**src/rtl/adc_trig_pkg.sv**
```systemverilog
package adc_trig_pkg;
  // {hardware enable, source select}
  typedef enum logic [1:0] {
    MODE_SOFT_A   = 2'b00,
    MODE_SOFT_B   = 2'b01,
    MODE_PERIODIC = 2'b10,
    MODE_EXTERN   = 2'b11
  } trig_mode_e;

  function automatic trig_mode_e decode_mode(input logic hw, input logic src);
    return trig_mode_e'({hw, src});
  endfunction
endpackage

```
**src/rtl/adc_trig_sw_start.sv**
```systemverilog
module adc_trig_sw_start (
  input  logic clk,
  input  logic rst_n,
  input  logic hw_sel,
  input  logic wr_strobe,
  input  logic wr_bit,
  output logic pend_o,
  output logic fire_o
);
  logic pend_q;

  always_ff @(posedge clk or negedge rst_n) begin
    if (!rst_n) pend_q <= 1'b0;
    else        pend_q <= wr_strobe & wr_bit & ~hw_sel & ~pend_q;
  end

  assign pend_o = pend_q;
  assign fire_o = pend_q & ~hw_sel;
endmodule

```
**src/rtl/adc_trig_divider.sv**
```systemverilog
module adc_trig_divider #(
  parameter int DIV_LOG2 = 8
) (
  input  logic clk,
  input  logic rst_n,
  input  logic run,
  input  logic restart,
  output logic tick_o
);
  logic [DIV_LOG2-1:0] cnt_q;

  always_ff @(posedge clk or negedge rst_n) begin
    if (!rst_n)                cnt_q <= '0;
    else if (restart || !run)  cnt_q <= '0;
    else                       cnt_q <= cnt_q + 1'b1;
  end

  assign tick_o = run & ~restart & (&cnt_q);
endmodule

```
**src/rtl/adc_trig_edge.sv**
```systemverilog
module adc_trig_edge #(
  parameter int SYNC_STAGES = 2
) (
  input  logic clk,
  input  logic rst_n,
  input  logic pin,
  output logic rise_o
);
  localparam int TOP = SYNC_STAGES - 1;
  logic [TOP:0] sync_q;
  logic         prev_q;

  genvar g;
  generate
    for (g = 0; g < SYNC_STAGES; g++) begin : g_sync
      always_ff @(posedge clk or negedge rst_n) begin
        if (!rst_n) sync_q[g] <= 1'b0;
        else if (g == 0) sync_q[g] <= pin;
        else sync_q[g] <= sync_q[(g == 0) ? 0 : g-1];
      end
    end
  endgenerate

  always_ff @(posedge clk or negedge rst_n) begin
    if (!rst_n) prev_q <= 1'b0;
    else        prev_q <= sync_q[TOP];
  end

  assign rise_o = sync_q[TOP] & ~prev_q;
endmodule

```
**src/rtl/adc_start_select.sv**
```systemverilog
module adc_start_select
  import adc_trig_pkg::*;
#(
  parameter int DIV_LOG2    = 8,
  parameter int SYNC_STAGES = 2
) (
  input  logic clk,
  input  logic rst_n,
  input  logic hw_trig_en,
  input  logic src_sel,
  input  logic gear_full,
  input  logic sw_start_wr,
  input  logic sw_start_wdata,
  input  logic ext_trig_pin,
  output logic conv_start,
  output logic sw_start_rd
);
  trig_mode_e mode, mode_q;
  logic       mode_chg;
  logic       sw_fire, div_tick, ext_rise, start_d, start_q;

  assign mode     = decode_mode(hw_trig_en, src_sel);
  assign mode_chg = (mode != mode_q);

  always_ff @(posedge clk or negedge rst_n) begin
    if (!rst_n) mode_q <= MODE_SOFT_A;
    else        mode_q <= mode;
  end

  adc_trig_sw_start u_sw (
    .clk       (clk),
    .rst_n     (rst_n),
    .hw_sel    (hw_trig_en),
    .wr_strobe (sw_start_wr),
    .wr_bit    (sw_start_wdata),
    .pend_o    (sw_start_rd),
    .fire_o    (sw_fire)
  );

  adc_trig_divider #(.DIV_LOG2(DIV_LOG2)) u_div (
    .clk     (clk),
    .rst_n   (rst_n),
    .run     (mode == MODE_PERIODIC),
    .restart (mode_chg),
    .tick_o  (div_tick)
  );

  adc_trig_edge #(.SYNC_STAGES(SYNC_STAGES)) u_edge (
    .clk    (clk),
    .rst_n  (rst_n),
    .pin    (ext_trig_pin),
    .rise_o (ext_rise)
  );

  always_comb begin
    unique case (mode)
      MODE_PERIODIC: start_d = div_tick & gear_full;
      MODE_EXTERN:   start_d = ext_rise;
      default:       start_d = sw_fire;
    endcase
    start_d = start_d & ~start_q;
  end

  always_ff @(posedge clk or negedge rst_n) begin
    if (!rst_n) start_q <= 1'b0;
    else        start_q <= start_d;
  end

  assign conv_start = start_q;
endmodule

```
**config.mk**
```make
export PLATFORM = sky130hd
export DESIGN_NAME = adc_start_select
export DESIGN_NICKNAME = d
export VERILOG_FILES = /design/src/rtl/adc_trig_pkg.sv /design/src/rtl/adc_trig_sw_start.sv /design/src/rtl/adc_trig_divider.sv /design/src/rtl/adc_trig_edge.sv /design/src/rtl/adc_start_select.sv
export SDC_FILE = /design/constraint.sdc
export NUM_CORES = 1
export LEC_CHECK = 0
export BUFFER_PORTS_ARGS = -buffer_cell sky130_fd_sc_hd__buf_2
export CAP_MARGIN = 20
export CORE_UTILIZATION = 39
export CTS_CLUSTER_DIAMETER = 50
export DETAILED_ROUTE_END_ITERATION = 12
export PLACE_DENSITY = 0.61
export SKIP_CTS_REPAIR_TIMING = 1
export SYNTH_ARGS = -nofsm -noshare
export SYNTH_HDL_FRONTEND = slang
export SYNTH_SLANG_ARGS = --single-unit
```
**constraint.sdc**
```tcl
create_clock -name clk -period 1.3 [get_ports clk]
set_clock_uncertainty 0.1 [all_clocks]
set_input_delay 0.26 -clock clk [delete_from_list [all_inputs] [get_ports clk]]
set_output_delay 0.26 -clock clk [all_outputs]
set_load 0.02 [all_outputs]
```
==> results of run 1 <==
## worst max path at each step
stage / start / endpoint / slack, ns
CTS: u_div.cnt_q[1] / conv_start / -0.12
global placement: u_div.cnt_q[1] / conv_start / -0.07
global route: mode_q[0] / conv_start / -0.11
finish: mode_q[0] / conv_start / -0.07
detailed placement: u_div.cnt_q[1] / conv_start / -0.1
floorplan: u_div.cnt_q[0] / conv_start / -0.11
## cell usage in the layout, fill, tap and decap left out, types with 2 or more instances in the layout
master and n:
dfrtp_1 15, buf_2 9, buf_4 6, nor2_1 5, or3_1 3, a21oi_1 3
clkbuf_4 3, nand2_1 2, nand3_2 2, o21ai_1 2, xor2_1 2, nand4_1 2
dlygate4sd3_1 2, buf_6 2
## cell families after synthesis
logic type / Yosys count / share of synthesized area [%]
and+or+nand+nor: 22 / 21.17
DFF: 15 / 62.89
AOI/OAI and AO/OA: 8 / 7.966
xor gates and xnor gates: 3 / 4.403
buffers and inverters: 2 / 1.466
adders and majority gates: 1 / 2.096
## critical path: stages (launching register included)
cell	delay, ns
dfrtp_1	0.38
nand4bb_1	0.20
or4_4	0.53
o22ai_2	0.09
## power by group
part / internal [mW] / total (mW) / switching [mW]
sequential: 0.478 / 0.483 / 0.00593
clock: 0.119 / 0.257 / 0.138
combinational: 0.0230 / 0.0488 / 0.0258
total: 0.619 / 0.789 / 0.169
## metrics by stage
step	TNS [ns]	cell area [sq um]	setup WS, ns	hold WS, ns
finish	-0.07287	788.3	-0.06801	0.05985
detailed placement	-0.1504	718.2	-0.09775	0.07235
global route	-0.2336	788.3	-0.1113	0.03963
floorplan	-0.1073	601.8	-0.1073	-0.1356
global placement	-0.09741	718.2	-0.06969	0.07490
CTS	-0.2229	744.5	-0.1183	-0.2335
## layer usage
| metal | part of all wire [%] | wire length, um | global-route usage (%) | up-vias |
|---|---|---|---|---|
| li1 | - | - | - | 226 |
| met1 | 53 | 568 | 19.45 | 214 |
| met2 | 42 | 456 | 17.97 | 8 |
| met3 | 4.2 | 45 | 3.261 | 2 |
| met4 | 0.56 | 6 | 9.677 | 0 |
| met5 | 0 | 0 | 0 | - |
## cell type report
cell class                 instances  area (sq um)
sequential                        15         375.4
timing repair buffer              19         132.6
tap                               15         18.77
fill                             132         578.1
inverter                           1         3.754
clock buffer                       4         26.28
multi-input combinational         34         231.5
## state kept, by name, indices dropped and copies added, names as in the netlist
name	count
conv_start	1
mode_q	2
u_div.cnt_q	8
u_edge.prev_q	1
u_edge.sync_q	2
u_sw.pend_o	1
==> metrics.cfg, run 1 <==
[sta]
grt_setup_unrepaired=true
maxSlewViolCount=0
setup_viol=2
tightest_slew_ns=0.3220
fin_crit_ns=1.368
slew_headroom_pct=78.53
setup_ws_ns=-0.06801
hold_viol_final=0
fin_crit_sh_pct=105.2
fmax_mhz=731.0

[floorplanning]
io_pins=10
dieWidth_um=41.12
die_height_um=41.12
rows=13
initial_core_util_pct=43.68
die_area_sq_um=1691
design.core.area_sq_um=1366

[outcome]
violations=negative setup slack
status=complete, but fails checks

[synthesis]
ys_seq_area_share_pct=62.89
yosysMostFrequentCell=dfrtp_1
ys_ff_latch=15
syn_inst=51
yosys.area.top_type=dfrtp_1
ys_types=21
synth_edf_count=0
ys_warn_count=0
post_synth.cell_area_avg_sq_um=11.70
syn_area_sq_um=596.8
synth.area.top_cells=dfrtp_1, a21oi_1, nor2_1, or3_1, xor2_1
yosysTopAreaCellShare_pct=62.89
synth-async-reset-ratio_pct=100.0
synth_nets=60
synthFlopType=dfrtp_1
yosys-top-cells-count=dfrtp_1, nor2_1, a21oi_1

[detailed_routing]
drt_first_pass_iters=4
drt-initial-drc-count=9
via_per_inst=5.114
route.detailed.drc=0
wl_per_cell_um=12.24
drt_wl_total_um=1077
ant_nets=0
routed-via-count=450

[placed_design]
placed_cells=82
portBuffers=9
routabilityCongestion=0.6728
dpl.hpwl_um=756.2

[final_layout]
drive_above_1_share_pct=36.99
layout.cells.non_filler=88
antenna_cells=0
areaGrowthSynthToFinish_pct=32.08
fin_util_pct=57.69
num-nets-final=83

[clocking]
clkLatencyLatePin_ns=0.27
clockRootBuffer=clkbuf_4
cts_buffers=3
max-clock-path-buffers=2
h-tree-depth=1
clk_pin_slew_ns=0.08
clkSinkCount=15
cts_tree=done

[min_path]
hold_depth=1
hold_class=in -> reg
min_to=mode_q[1]
hp-start=hw_trig_en

[setup_path]
crit_path_end_kind=register
r2r_start=mode_q[0]
critPathKind=reg -> reg
r2r_slack_ns=-0.07
reg2reg_to=conv_start
worst_setup_path_start_kind=register
cp.required_ns=1.41
r2r_cells=3
cp_max_fo=2
cp.arrival_ns=1.47

[global_route]
antenna_found_initial=0
grt_max_degree=16
grtUsageTotal_pct=13.73
grt_pass1_wl_um=1442
grt_pass1_vias=355
globalRouteOverflowTotal=0

[run]
maxCapViolCount=0

[power]
p_total_mw=0.7889
p_leak_nw=0.3565
powerDensity_nw_per_um2=1001
ir_worst_vdd_uv=660.2

(Power assumes the default switching activity.)
==> run 2, diff against run 1 <==
CORE_ASPECT_RATIO = 0.75   (was not set)
CORE_UTILIZATION = 34   (was 39)
PLACE_DENSITY = 0.55   (was 0.61)
==> run 2 against run 1 <==
The flow still finishes with violations (negative setup slack). Sequential cell count is the same. Critical path depth grew 1. Clock power grew 8.9%. Final cell count grew 6.8%. Register-to-register slack lost 0.05 ns. Utilization shrank 4.4 points. Clock-buffer cell count shrank 1.
==> metrics.cfg, run 2 (synthesized netlist as in run 1, its figures left out) <==
[placed_design]
dpl.hpwl_um=863  ; +14%
portBuffers=9  ; unchanged
routabilityCongestion=0.6909  ; +2.7%

[setup_path]
r2r_cells=4  ; +1
critPathLaunch=u_div.cnt_q[1]
critPathKind=reg -> reg
crit_path_end_kind=register
r2r_start=u_div.cnt_q[1]
r2r_slack_ns=-0.11  ; -0.05 ns
reg2reg_to=conv_start
cp.required_ns=1.41  ; about the same
worst_setup_path_start_kind=register
cp_max_fo=2  ; unchanged
cp.arrival_ns=1.52  ; +0.05 ns

[final_layout]
fillerInstances=146  ; +11%
multiInputGateArea_sq_um=261.5  ; +13%
ff_latch_area_sq_um=377.9  ; +0.67%
areaGrowthSynthToFinish_pct=39.41
reg_top3=u_div.cnt_q x8, mode_q x2, u_edge.sync_q x2
largest_register_ff_count=8  ; unchanged
num-nets-final=83  ; unchanged
largest-register=u_div.cnt_q
fin_util_pct=53.29  ; -4.4 points
antenna_cells=0  ; unchanged
drive_above_1_share_pct=45.21  ; +8.2 points
final_common_cell=dfrtp_1
layout_common_cells=dfrtp_1, buf_2, buf_4

[sta]
setup_viol=3  ; +1
tightest_slew_ns=0.3388  ; +0.01673 ns
slew_headroom_pct=77.42  ; -1.1 points
grt_setup_unrepaired=true
fmax_mhz=707.6  ; -3.2%
tns_ns=-0.1931  ; -0.1202 ns
fin_crit_ns=1.413  ; +0.04516 ns
hold_viol_final=0  ; unchanged
fin_crit_sh_pct=108.7  ; +3.5 points
setup_ws_ns=-0.1132  ; -0.04516 ns
maxSlewViolCount=0  ; unchanged

[clocking]
cts_buffers=3  ; unchanged
clkSinkCount=15  ; unchanged
max-clock-path-buffers=2  ; unchanged
clk_pin_slew_ns=0.10  ; +0.02 ns
clockRootBuffer=clkbuf_4
h-tree-depth=1  ; unchanged
clkLatencyLatePin_ns=0.29  ; +0.02 ns
cts_tree=done

[power]
p_leak_nw=0.3732  ; +4.7%
p_sw_share_pct=24.15  ; +2.7 points
comb_power_share_pct=6.5  ; +0.3 points
p_int_mw=0.6205  ; +0.17%
p_total_mw=0.8181  ; +3.7%
powerDensity_nw_per_um2=983.2  ; -1.8%
seqPwrFrac_pct=59.2  ; -2.1 points
power_switching_mw=0.1976  ; +17%
clkPwrFrac_pct=34.3  ; +1.8 points
ir_worst_vdd_uv=555.4  ; -16%

[detailed_routing]
wl_per_cell_um=12.77  ; +4.3%
routed-via-count=444  ; -1.3%
route.detailed.drc=0  ; unchanged
drt_first_pass_iters=4  ; unchanged
via_per_inst=4.723  ; -7.6%
ant_nets=0  ; unchanged
drt-initial-drc-count=9  ; unchanged
drt_wl_total_um=1200  ; +11%

[floorplanning]
dieWidth_um=50.38  ; +23%
die_area_sq_um=1929  ; +14%
io_pins=10  ; unchanged
design.core.area_sq_um=1562  ; +14%
rows=12  ; -1
die_height_um=38.29  ; -6.9%
initial_core_util_pct=38.22  ; -5.5 points

[global_route]
grt_pass1_wl_um=1952  ; +35%
grt_pass1_vias=435  ; +23%
grt_max_degree=16  ; unchanged
globalRouteOverflowTotal=0  ; unchanged
antenna_found_initial=0  ; unchanged
grtUsageTotal_pct=15.19  ; +1.5 points

[min_path]
hp-start=hw_trig_en
hold_class=in -> reg
min_to=mode_q[1]
hold_depth=1  ; unchanged

[outcome]
status=complete, but fails checks
violations=negative setup slack

[run]
maxCapViolCount=0  ; unchanged

[run 2: changes by cell type in the layout (fill, tap and decap cells not counted), sizes merged]
cell	change
clkbuf	-1
clkinvlp	+1
[run 2: how the worst max path moves through the flow]
stage | endpoint | slack (ns) | cells past startpoint
floorplan | conv_start | -0.11 | 4
global placement | conv_start | -0.07 | 4
detailed placement | conv_start | -0.13 | 4
CTS | conv_start | -0.16 | 4
global route | conv_start | -0.17 | 3
finish | conv_start | -0.11 | 4
[run 2: area by class of cell]
| cell class | count | share of cell area, % |
|---|---|---|
| flip-flops and latches | 15 | 45.41 |
| multi-input cells | 34 | 31.43 |
| repair buffers | 19 | 15.94 |
| well taps | 21 | 3.158 |
| clock buffers | 3 | 2.707 |
| clock inverters | 1 | 0.9023 |
| inverters | 1 | 0.4511 |
[run 2: routing by layer]
metal  vias to the layer above  wire length [um]  global-route usage, %  part of all wire [%]
li1                        227                 -                      -                     -
met1                       203               637                  20.00                    53
met2                        12               486                  21.33                    41
met3                         2                68                  8.333                   5.7
met4                         0                 8                  4.167                  0.67
met5                         -                 0                      0                     0
[run 2: worst max-delay path: stages (launching register included)]
cell	delay (ns)
dfrtp_1	0.39
ha_2	0.20
nand4_1	0.09
or4_4	0.42
o22ai_2	0.12
[run 2: metrics by stage]
step                      instances  area, sq um  worst slack [ns]  hold WS (ns)
after global routing             94        832.0           -0.1692       0.04145
after detailed placement         88        725.7           -0.1263       0.08461
after global placement           88        725.7          -0.07107       0.08146
final                            94        832.0           -0.1132       0.06565
after CTS                        92        755.7           -0.1640       -0.2487
after floorplan                  51        601.8           -0.1073       -0.1356
[run 2: power groups by stage]
stage               combinational [mW]  clock, mW  sequential [mW]
floorplan                       0.0113          0            0.495
global placement                0.0448          0            0.492
detailed placement              0.0457          0            0.493
CTS                             0.0456      0.293            0.483
global route                    0.0591      0.316            0.486
finish                          0.0534      0.280            0.484
